## src/rtl/tx_page_dma_pkg.sv

```systemverilog
package tx_page_dma_pkg;

    localparam int DESC_BYTES = 4;
    localparam int OWN_BIT    = 7;

    typedef enum logic [2:0] {
        TD_IDLE,
        TD_DESC_RD,
        TD_DESC_CAP,
        TD_PAY_RD,
        TD_PAY_CAP,
        TD_PUSH,
        TD_WBACK
    } td_state_e;

endpackage

```

## src/rtl/tdma_page_step.sv

```systemverilog
module tdma_page_step #(
    parameter int PAGE_W = 8
) (
    input  logic [PAGE_W-1:0] cur_i,
    input  logic [PAGE_W-1:0] ring_start_i,
    input  logic [PAGE_W-1:0] ring_stop_i,
    output logic [PAGE_W-1:0] next_o
);
    logic [PAGE_W-1:0] inc;

    always_comb begin
        inc    = cur_i + 1'b1;
        next_o = (inc == ring_stop_i) ? ring_start_i : inc;
    end
endmodule

```

## src/rtl/tdma_ptr_adv.sv

```systemverilog
module tdma_ptr_adv #(
    parameter int PAGE_W = 8,
    parameter int OFF_W  = 8
) (
    input  logic [PAGE_W-1:0] page_i,
    input  logic [OFF_W-1:0]  off_i,
    input  logic [PAGE_W-1:0] ring_start_i,
    input  logic [PAGE_W-1:0] ring_stop_i,
    output logic [PAGE_W-1:0] page_o,
    output logic [OFF_W-1:0]  off_o
);
    logic [PAGE_W-1:0] stepped;

    tdma_page_step #(.PAGE_W(PAGE_W)) u_step (
        .cur_i        (page_i),
        .ring_start_i (ring_start_i),
        .ring_stop_i  (ring_stop_i),
        .next_o       (stepped)
    );

    always_comb begin
        off_o  = off_i + 1'b1;
        page_o = (&off_i) ? stepped : page_i;
    end
endmodule

```

## src/rtl/tx_page_dma.sv

```systemverilog
module tx_page_dma
    import tx_page_dma_pkg::*;
#(
    parameter int PAGE_W = 8,
    parameter int OFF_W  = 8,
    parameter int LEN_W  = 16
) (
    input  logic                      clk,
    input  logic                      rst_n,
    input  logic                      start_i,
    input  logic [PAGE_W-1:0]         start_page_i,
    input  logic [PAGE_W-1:0]         ring_start_i,
    input  logic [PAGE_W-1:0]         ring_stop_i,
    output logic                      mem_req_o,
    input  logic                      mem_gnt_i,
    output logic                      mem_we_o,
    output logic [PAGE_W+OFF_W-1:0]   mem_addr_o,
    output logic [7:0]                mem_wdata_o,
    input  logic [7:0]                mem_rdata_i,
    output logic                      fifo_push_o,
    output logic [7:0]                fifo_data_o,
    input  logic                      fifo_full_i,
    output logic                      busy_o,
    output logic                      done_o,
    output logic                      not_owned_o
);
    localparam int ADDR_W = PAGE_W + OFF_W;
    localparam logic [OFF_W-1:0] PAY_OFF = OFF_W'(DESC_BYTES);

    typedef struct packed {
        td_state_e         st;
        logic [1:0]        idx;
        logic [PAGE_W-1:0] page;
        logic [PAGE_W-1:0] link;
        logic [PAGE_W-1:0] ppage;
        logic [OFF_W-1:0]  poff;
        logic [7:0]        status;
        logic [LEN_W-1:0]  remain;
        logic [7:0]        hold;
        logic              done;
        logic              not_owned;
    } regs_t;

    regs_t r_q, r_d;

    logic [PAGE_W-1:0] adv_page;
    logic [OFF_W-1:0]  adv_off;

    tdma_ptr_adv #(.PAGE_W(PAGE_W), .OFF_W(OFF_W)) u_adv (
        .page_i       (r_q.ppage),
        .off_i        (r_q.poff),
        .ring_start_i (ring_start_i),
        .ring_stop_i  (ring_stop_i),
        .page_o       (adv_page),
        .off_o        (adv_off)
    );

    always_comb begin
        r_d         = r_q;
        r_d.done    = 1'b0;
        mem_req_o   = 1'b0;
        mem_we_o    = 1'b0;
        mem_addr_o  = '0;
        mem_wdata_o = '0;
        fifo_push_o = 1'b0;

        unique case (r_q.st)
            TD_IDLE: begin
                if (start_i) begin
                    r_d.st        = TD_DESC_RD;
                    r_d.page      = start_page_i;
                    r_d.idx       = '0;
                    r_d.not_owned = 1'b0;
                end
            end
            TD_DESC_RD: begin
                mem_req_o  = 1'b1;
                mem_addr_o = {r_q.page, OFF_W'(r_q.idx)};
                if (mem_gnt_i) r_d.st = TD_DESC_CAP;
            end
            TD_DESC_CAP: begin
                r_d.idx = r_q.idx + 1'b1;
                r_d.st  = TD_DESC_RD;
                case (r_q.idx)
                    2'd0: begin
                        r_d.status = mem_rdata_i;
                        if (!mem_rdata_i[OWN_BIT]) begin
                            r_d.st        = TD_IDLE;
                            r_d.not_owned = 1'b1;
                            r_d.done      = 1'b1;
                        end
                    end
                    2'd1: r_d.link = mem_rdata_i[PAGE_W-1:0];
                    2'd2: r_d.remain = LEN_W'(mem_rdata_i);
                    default: begin
                        r_d.remain = LEN_W'({mem_rdata_i, r_q.remain[7:0]});
                        r_d.ppage  = r_q.page;
                        r_d.poff   = PAY_OFF;
                        r_d.st     = ({mem_rdata_i, r_q.remain[7:0]} == 16'd0)
                                     ? TD_WBACK : TD_PAY_RD;
                    end
                endcase
            end
            TD_PAY_RD: begin
                mem_req_o  = 1'b1;
                mem_addr_o = {r_q.ppage, r_q.poff};
                if (mem_gnt_i) r_d.st = TD_PAY_CAP;
            end
            TD_PAY_CAP: begin
                r_d.hold = mem_rdata_i;
                r_d.st   = TD_PUSH;
            end
            TD_PUSH: begin
                if (!fifo_full_i) begin
                    fifo_push_o = 1'b1;
                    r_d.remain  = r_q.remain - 1'b1;
                    r_d.ppage   = adv_page;
                    r_d.poff    = adv_off;
                    r_d.st      = (r_q.remain == LEN_W'(1)) ? TD_WBACK : TD_PAY_RD;
                end
            end
            TD_WBACK: begin
                mem_req_o   = 1'b1;
                mem_we_o    = 1'b1;
                mem_addr_o  = {r_q.page, {OFF_W{1'b0}}};
                mem_wdata_o = r_q.status & ~(8'd1 << OWN_BIT);
                if (mem_gnt_i) begin
                    if (r_q.link == r_q.page) begin
                        r_d.st   = TD_IDLE;
                        r_d.done = 1'b1;
                    end else begin
                        r_d.page = r_q.link;
                        r_d.idx  = '0;
                        r_d.st   = TD_DESC_RD;
                    end
                end
            end
            default: r_d.st = TD_IDLE;
        endcase
    end

    always_ff @(posedge clk or negedge rst_n) begin
        if (!rst_n) begin
            r_q    <= '0;
            r_q.st <= TD_IDLE;
        end else begin
            r_q <= r_d;
        end
    end

    assign fifo_data_o = r_q.hold;
    assign busy_o      = (r_q.st != TD_IDLE);
    assign done_o      = r_q.done;
    assign not_owned_o = r_q.not_owned;

    AST_REQ_HELD: assert property (@(posedge clk) disable iff (!rst_n)
        (mem_req_o && !mem_gnt_i) |=> (mem_req_o && $stable(mem_addr_o) && $stable(mem_we_o)));
    AST_DONE_ONE_CYCLE: assert property (@(posedge clk) disable iff (!rst_n)
        done_o |=> !done_o);
    AST_DONE_ENDS_RUN: assert property (@(posedge clk) disable iff (!rst_n)
        done_o |-> !busy_o);
    AST_FULL_STALLS: assert property (@(posedge clk) disable iff (!rst_n)
        (r_q.st == TD_PUSH && fifo_full_i) |=> (r_q.st == TD_PUSH && $stable(fifo_data_o)));
    AST_WRITE_AT_HEAD: assert property (@(posedge clk) disable iff (!rst_n)
        (mem_req_o && mem_we_o) |-> (mem_addr_o[OFF_W-1:0] == '0));
    AST_UNOWNED_QUIET: assert property (@(posedge clk) disable iff (!rst_n)
        not_owned_o |-> (!fifo_push_o && !mem_we_o));
    AST_IDLE_QUIET: assert property (@(posedge clk) disable iff (!rst_n)
        !busy_o |-> (!mem_req_o && !fifo_push_o));
    AST_START_PAGE: assert property (@(posedge clk) disable iff (!rst_n)
        (!busy_o && start_i) |=> (mem_req_o && mem_addr_o == {$past(start_page_i), {OFF_W{1'b0}}}));

endmodule

```

## config.mk

```make
export PLATFORM = sky130hd
export DESIGN_NAME = tx_page_dma
export DESIGN_NICKNAME = d
export VERILOG_FILES = /design/src/rtl/tx_page_dma_pkg.sv /design/src/rtl/tdma_page_step.sv /design/src/rtl/tdma_ptr_adv.sv /design/src/rtl/tx_page_dma.sv
export SDC_FILE = /design/constraint.sdc
export NUM_CORES = 1
export LEC_CHECK = 0
export BUFFER_PORTS_ARGS = -buffer_cell sky130_fd_sc_hd__buf_2
export CAP_MARGIN = 20
export CORE_UTILIZATION = 51
export DETAILED_ROUTE_END_ITERATION = 16
export MAX_ROUTING_LAYER = met4
export PLACE_DENSITY_LB_ADDON = 0.08
export SYNTH_ARGS = -nofsm -noshare
export SYNTH_HDL_FRONTEND = slang
export SYNTH_SLANG_ARGS = --single-unit
```

## constraint.sdc

```tcl
create_clock -name clk -period 2.1 [get_ports clk]
set_input_delay 0.315 -clock clk [delete_from_list [all_inputs] [get_ports clk]]
set_output_delay 0.315 -clock clk [all_outputs]
set_load 0.02 [all_outputs]
```

Word-level counts from Yosys, hierarchy flattened
Index checks and enable logic that the tools add are counted.

cells by class
  $add $sub $neg = 4
  equal/unequal tests = 23
  muxes and demuxes = 35
  reduce and logical (&&, ||, !) cells = 23

operators by type and width
  kind                   count
  $pmux 16 s2            3
  $mux 16                3
  $pmux 16 s3            1
  $mux 13                2
  $pmux 3 s7             1
  $reduce_and 4->1       5
  $ne 2x2->1 const B     9
  $add 8x1->8 const B    2
  $eq 16x1->1 const B    1
  $eq 8x8->1             2
  $logic_not 16->1       1
  $mux 8                 2
  $pmux 8 s2             1
  $sub 16x1->16 const B  1
  $mux 3                 5
  $mux 10                1
  $eq 3x3->1 const B     3
  $mux 1                 9
  $reduce_and 8->1       1
  $mux 7                 1
  $eq 3x2->1 const B     2
  $ne 2x1->1 const B     3
  $pmux 2 s3             1
  $pmux 3 s2             1
  15 further kinds       24

storage, ports and cells
  register bits = 70
  word-level logic and storage cells = 97

Logic depth before layout (Yosys ltp)
Gate-level depths: netlist (run 1).

  depth in word-level cells = 6
  gate-level depth with buffers = 8

Hierarchy
From an unflattened synthesis (run 1), not the netlist that was laid out.

unflattened totals
  cell total of the unflattened synthesis = 464
  area, all modules = 4,529.3 µm²

by module, submodules not included
  module          times used  cells each  area an instance (µm²)  seq. area each (µm²)
  tx_page_dma     1           393         3,908.7                 1,751.7
  tdma_page_step  1           45          392.9                   0.0
  tdma_ptr_adv    1           26          227.7                   0.0

Least setup slack after synthesis (run 1)
OpenSTA, ideal clock, no wires.

  kind = register to output
  start point = register r_q[69] (netlist bit)
  end point = output port mem_addr_o[12]
  arrival time = 1.810 ns
  slack = -0.025 ns
  cell stages (with the launch flop) = 6
  cell sequence = dfrtp_1 buf_2 buf_1 clkbuf_1 mux2i_1 o21ai_0

on the way
  word-level cells in the longest chain between the ends = 2
  elaborated cells between the ends (all ways) = 4
  those cells by class = 3 x eq/ne; 1 x mux

RTL lines
  element                             RTL line            text
  start, declared                     tx_page_dma.sv:44   regs_t r_q, r_d;
  start signal, assigned              tx_page_dma.sv:147  r_q <= r_d;
  $eq 3x3->1 (tied with other cells)  tx_page_dma.sv:67   unique case (r_q.st)
  $pmux 16 s3 *                       tx_page_dma.sv:67
  end, declared                       tx_page_dma.sv:17   output logic [PAGE_W+OFF_W-1:0] mem_addr_o,

Every way passes the cells marked *; elsewhere a longest branch is shown, timed or not.

Final worst setup path (run 1)
  start point = register r_q[43] (netlist bit)
  end point = register r_q[44] (netlist bit)

on the way
  word-level cells in the longest chain between the ends = 6

RTL lines
  element        RTL line              text
  $add 8x1->8 *  tdma_page_step.sv:12  inc = cur_i + 1'b1;
  $eq 8x8->1     tdma_page_step.sv:13  next_o = (inc == ring_stop_i) ? ring_start_i : inc;
  $mux 8 *       tdma_page_step.sv:13
  $mux 8 *       tdma_ptr_adv.sv:23    page_o = (&off_i) ? stepped : page_i;
  $mux 16 *      tx_page_dma.sv:114    if (!fifo_full_i) begin
  $pmux 16 s2 *  tx_page_dma.sv:67

Every way passes the cells marked *; elsewhere a longest branch is shown, timed or not. The select of a mux whose other input is x is not followed.
A chain may end at the register's enable or synchronous reset.

==> results of run 1 <==
## cells in the final DEF, fill, tap and decap left out, types with 7 or more instances in the layout
cell / Yosys / routed
and2_1: 16 / 15
buf_4: 10 / 49
mux2_2: 26 / 26
o21ai_1: 3 / 10
dfrtp_1: 70 / 65
nor2_1: 31 / 29
nand2_1: 70 / 70
o21ai_0: 47 / 40
nand4_1: 7 / 7
mux2i_1: 10 / 10
buf_2: 8 / 66
a21oi_1: 28 / 26
xor2_1: 9 / 9
nor3_1: 11 / 9
clkbuf_8: 0 / 9
nand3_1: 14 / 11
xnor2_1: 14 / 11
inv_1: 10 / 8
## critical path, stage by stage, from the launching register on
cell     delay (ns)
dfrtp_1        0.41
buf_4          0.16
and3_4         0.23
nand3_2        0.12
xnor2_1        0.18
nor4_2         0.28
buf_4          0.16
mux2_2         0.33
o22ai_2        0.13
## power by group through the flow
stage	Sequential, mW	Combinational (mW)	Clock, mW
after global routing	2.69	5.03	1.29
after floorplan	2.40	3.11	0
after global placement	2.56	4.08	0
after CTS	2.55	4.28	1.23
final	2.60	4.58	1.20
after detailed placement	2.58	4.15	0
## cell families (layout without fill, tap and decap cells)
kind of cell,count (synthesis),after routing
xor+xnor,24,24
compound gates,120,120
fa+ha+maj,9,9
buf+inv,50,152
mux,36,36
flops,70,70
other cells,1,1
simple gates,193,193
## path summary, 6_finish.rpt
path / start / endpoint / slack, ns / cells after the start
setup reg to reg: r_q[43] / r_q[44] / 0.02 / 8
max in group asynchronous: rst_n / r_q[45] / 1.23 / 3
hold / removal: ring_start_i[0] / r_q[42] / 0.20 / 2
hold reg to reg: r_q[29] / r_q[29] / 0.47 / 2
min in group asynchronous: rst_n / r_q[16] / 0.55 / 3
setup / recovery: r_q[43] / r_q[44] / 0.02 / 8
## stage by stage
step	util	TNS [ns]	area [um2]	power [mW]	setup WS [ns]
after floorplan	-	0	4460	5.50	0.0138
after global placement	0.612	0	5100	6.65	0.0583
after detailed placement	0.612	-0.193	5100	6.74	-0.0582
after CTS	0.648	-0.00297	5400	8.06	-0.00297
after global routing	0.670	-0.638	5590	9.00	-0.0858
final	0.670	0	5590	8.37	0.0237
## sequential cells by signal, indices dropped and copies added (netlist names)
register and cells:
fifo_data_o 8, r_q 60, done_o 1, not_owned_o 1
## per-layer routing
layer | up-vias | global-route usage
met5 | - | -
met1 | 1969 | 0.399
met3 | 25 | 0.0510
met4 | 0 | 0.0983
li1 | 1977 | -
met2 | 103 | 0.417
## area by class of cell
class	count	area [um2]	share of cell area
timing repair buffer	124	847	0.152
clock buffer	9	124	0.0222
tap	105	131	0.0235
inverter	12	45.0	0.00806
clock inverter	7	88.8	0.0159
multi-input combinational	383	2590	0.464
sequential	70	1760	0.315
## timing repair
action / CTS / global route
pin swaps: 2 / 8
hold endpoints to repair: 70 / 0
gates cloned: 1 / 1
hold buffers: 1 / 0
setup endpoints to repair: 27 / 36
resized for setup: 11 / 42
setup buffers: 4 / 2
==> results.toml, run 1 <==
[power]
power_switching_mw = 3.65
p_sw_frac = 0.436
seq_power_share = 0.310
power_density_nw_per_um2 = 1500
clkPwrFrac = 0.143
power_leakage_nw = 2.54
p_int_mw = 4.72
power_frac_comb = 0.547
ir_drop_mv = 0.915

[cells_and_area]
fin_nets = 646
areaGrowthSynthToFinish_pct = 25.3
fillCellCount = 719
stdcell_count = 710
antenna_cells = 0
drive_above_1_share = 0.345

[drt]
wl_met3_um = 515
wl_per_cell_um = 16.4
routed-wl-met2_mm = 5.38
drc = 0
routed.top_layer = "met4"
drtAntennaViolNets = 0
drt-vias-per-instance = 5.74
wl_mm = 11.6
wl_met1_mm = 5.52
route.vias.total = 4074
dr.pass1.iters = 5
drtIter0Drc = 274

[timing]
worst_slew_pin_slew_ns = 0.619
hold_viol = 0
fin_crit_ns = 2.08
max_freq_ghz = 0.482
worst_clock_skew_ns = 0.0102
max-slew-margin-rel = 0.587
rsz0062_at_grt = "yes"
setup_viol = 0
drv_slew = 0
whs_ns = 0.203
period_share = 0.989

[synth]
synth_compound_area_frac = 0.161
synth-seq-cells = 70
syn-cell-area_um2 = 4460
synth_top_area_frac = 0.393
post_synth_inst_count = 503
synth-simple-area-share = 0.226
synth-warning-count = 0
synth_nets = 549
ys.flop_type = "dfrtp_1"
avgSynthCellArea_um2 = 8.86
synth_edf_count = 0
synthMuxAreaShare = 0.0881
yosys.area.top_type = "dfrtp_1"
synthTopCellsByCount = "70 x dfrtp_1, 70 x nand2_1, 47 x o21ai_0, 31 x nor2_1, 28 x a21oi_1"
ys_types = 60
synth_fa_ha_area_frac = 0.0253
synth-xor-area-share = 0.0502
synth_area_leaders = "dfrtp_1 39%, mux2_2 6.6%, nand2_1 5.9%, o21ai_0 5.3%, a21oi_1 3.1%"
synthArstFlopShare = 1.00
synth_top_family_by_area = "simple AND/OR/NAND/NOR gates"
seq_area_frac_synth = 0.393

[grt]
grt_pass1_wl_mm = 19.2
grt_pass1_vias = 3805
overflow = 0
grt_use_total = 0.286
grt_max_degree = 71
antenna_found_initial = 0

[setup_path]
cp.required_ns = 2.38
worst_ep_arrival_time_ns = 2.36
crit_type = "flip-flop to flip-flop"
cp-end-kind = "flip-flop"
cp_max_fo = 5
critPathLaunchType = "flip-flop"

[hold_path]
hold_class = "primary input to flip-flop"

[place]
dp_cells = 685
place.gp.congestion = 0.868
portBuffers = 73
dpl.hpwl_mm = 8.40

[cts]
cts_buffers = 9
clock_latency_ns = 0.36
cts_root_buf = "clkbuf_8"
h-tree-depth = 3
cts.sinks = 70
path_clk_slew_ns = 0.09
tritoncts = "yes"
clk_path_buf_depth = 2

[floorplanning]
fp.dieH_um = 95.5
fp-row-count = 33
die_w_um = 95.5
start_util = 0.535
core_area_um2 = 8340
die_area_um2 = 9120
num_io_pins = 75

[run_status]
outcome = "complete, no violations"

[job]
maxCapViolCount = 0
No activity file was read; power rests on OpenSTA's default activity.
==> inputs of run 2 (changes only) <==
--- a/config.mk
+++ b/config.mk
@@ -7,7 +7,9 @@
 export LEC_CHECK = 0
 export BUFFER_PORTS_ARGS = -buffer_cell sky130_fd_sc_hd__buf_2
 export CAP_MARGIN = 20
-export CORE_UTILIZATION = 51
+export CELL_PAD_IN_SITES_DETAIL_PLACEMENT = 1
+export CELL_PAD_IN_SITES_GLOBAL_PLACEMENT = 2
+export CORE_UTILIZATION = 37
 export DETAILED_ROUTE_END_ITERATION = 16
 export MAX_ROUTING_LAYER = met4
 export PLACE_DENSITY_LB_ADDON = 0.08
==> constraint.sdc (replaced) <==
create_clock -name clk -period 2.7 [get_ports clk]
set_input_delay 0.405 -clock clk [delete_from_list [all_inputs] [get_ports clk]]
set_output_delay 0.405 -clock clk [all_outputs]
set_load 0.02 [all_outputs]
==> run 2 against run 1 <==
Final cell count grew 1.1%. Critical path depth shrank 2. Combinational power shrank 34%. Count of clock-buffer cells in the layout grew 1. Highest routed layer unchanged. Register-to-register slack gained 0.23 ns. The flow now finishes with violations (design-rule violations). Die area grew 37%. Sequential share of layout area grew 1.7 points. Clock skew shrank 0.0045 ns. Core utilization shrank 21 points.
==> results.toml, run 2 (synthesis gave the netlist of run 1 again) <==
[timing]
hold_viol = 0
setup_viol = 0
worst_clock_skew_ns = 0.00579
fin_crit_ns = 2.52
rsz0062_at_grt = "no"
tns_ns = 0
drv_slew = 0
max-slew-margin-rel = 0.455
max_freq_ghz = 0.397
worst_slew_pin_slew_ns = 0.814
period_share = 0.934

[setup_path]
rr_worst_depth = 8
crit_chain = "clkinvlp_4 > nand3_1 > inv_1 > buf_4 > and2_1 > buf_2"
critical_path.top_delay_family = "buffers and inverters"
cp_max_fo = 11
crit_type = "flip-flop to primary output"
r2r-start = "r_q[42]"
max_stage_delay_ns = 0.54
crit_buf_inv = 4
cp-end-kind = "primary output"
critPathSlowestCell = "dfrtp_1"
rrSetupSlack_ns = 0.25
r2r-end = "r_q[43]"
cp.required_ns = 2.30
worst_ep_arrival_time_ns = 2.12
critPathLaunchType = "flip-flop"

[job]
maxCapViolCount = 0

[cells_and_area]
final_common_cell = "buf_2"
largest-register = "r_q"
regArea_um2 = 1750
largest_reg_flops = 60
fin_nets = 616
fillCellCount = 1374
multi_input_area_um2 = 2460
areaGrowthSynthToFinish_pct = 18.4
antenna_cells = 0
final_cell_mix = "73 x buf_2, 70 x nand2_1, 70 x dfrtp_1"
postLayoutCoreUtil = 0.456
drive_above_1_share = 0.259

[drt]
dr.pass1.iters = 10
drc = 3
route.vias.total = 3978
wl_mm = 13.3
routed.top_layer = "met4"
drt-vias-per-instance = 5.54
wl_met1_mm = 6.77
wl_per_cell_um = 18.5
drtAntennaViolNets = 0
wl_met3_um = 343
drtIter0Drc = 156
routed-wl-met2_mm = 6.00

[floorplanning]
die_area_um2 = 12500
die_w_um = 112
core_area_um2 = 11600
num_io_pins = 75
fp-row-count = 39
fp.dieH_um = 112
start_util = 0.385

[place]
portBuffers = 73
place.gp.congestion = 0.763
dpl.hpwl_mm = 9.75

[cts]
cts.sinks = 70
h-tree-depth = 3
cts_root_buf = "clkbuf_16"
path_clk_slew_ns = 0.06
cts_buffers = 9
clock_latency_ns = 0.34
post_cts_buffers = 0
tritoncts = "yes"
clk_path_buf_depth = 2

[grt]
antenna_found_initial = 0
grt_pass1_wl_mm = 21.7
grt_max_degree = 51
grt_use_total = 0.232
overflow = 0
grt_pass1_vias = 3942

[power]
power_leakage_nw = 2.39
power_density_nw_per_um2 = 1210
ir_drop_mv = 0.560

[run_status]
failed_checks = "design-rule violations"
outcome = "finished, violations left"

[hold_path]
hold_class = "primary input to asynchronous set/reset pin"
run 2: power breakdown:
group | switching [mW] | leakage, nW | total [mW] | internal [mW]
registers | 0.610 | 0.855 | 2.12 | 1.51
clock network | 0.493 | 0.139 | 1.22 | 0.722
logic | 1.70 | 1.39 | 3.02 | 1.33
total | 2.80 | 2.39 | 6.36 | 3.56
run 2: area by class of cell:
type,instances,area share
well taps,143,0.0339
multi-input cells,383,0.466
clock inverters,6,0.0135
clock buffers,10,0.0434
repair buffers,94,0.101
inverters,12,0.00925
flip-flops and latches,70,0.332
run 2: worst max path at each step:
stage / startpoint / to / slack, ns / cells past startpoint
6_report: r_q[68] / mem_wdata_o[4] / 0.18 / 6
3_5_place_dp: r_q[42] / r_q[43] / 0.26 / 8
2_1_floorplan: r_q[69] / mem_addr_o[12] / 0.49 / 5
4_1_cts: r_q[68] / mem_wdata_o[4] / 0.09 / 6
3_3_place_gp: r_q[42] / r_q[43] / 0.36 / 8
5_1_grt: r_q[42] / r_q[43] / 0.03 / 8
run 2: what timing repair did:
item | CTS | global route
setup endpoints to repair | 2 | 8
hold buffers | 0 | 0
resized for setup | 1 | 1
run 2: stage by stage:
stage / instance area, um2 / worst slack [ns] / hold slack [ns] / cells / power (mW)
4_1_cts: 5270 / 0.0906 / 0.0471 / 717 / 6.40
2_1_floorplan: 4460 / 0.485 / 0.109 / 503 / 4.27
6_report: 5280 / 0.179 / 0.0430 / 718 / 6.36
3_5_place_dp: 4960 / 0.256 / 0.416 / 701 / 5.15
5_1_grt: 5280 / 0.0284 / 0.0758 / 718 / 6.84
3_3_place_gp: 4960 / 0.362 / 0.418 / 701 / 5.06
run 2: routing by layer:
| metal | track usage | up-vias |
|---|---|---|
| met4 | 0.0784 | 0 |
| li1 | - | 1921 |
| met5 | - | - |
| met3 | 0.0338 | 8 |
| met1 | 0.328 | 1987 |
| met2 | 0.338 | 62 |
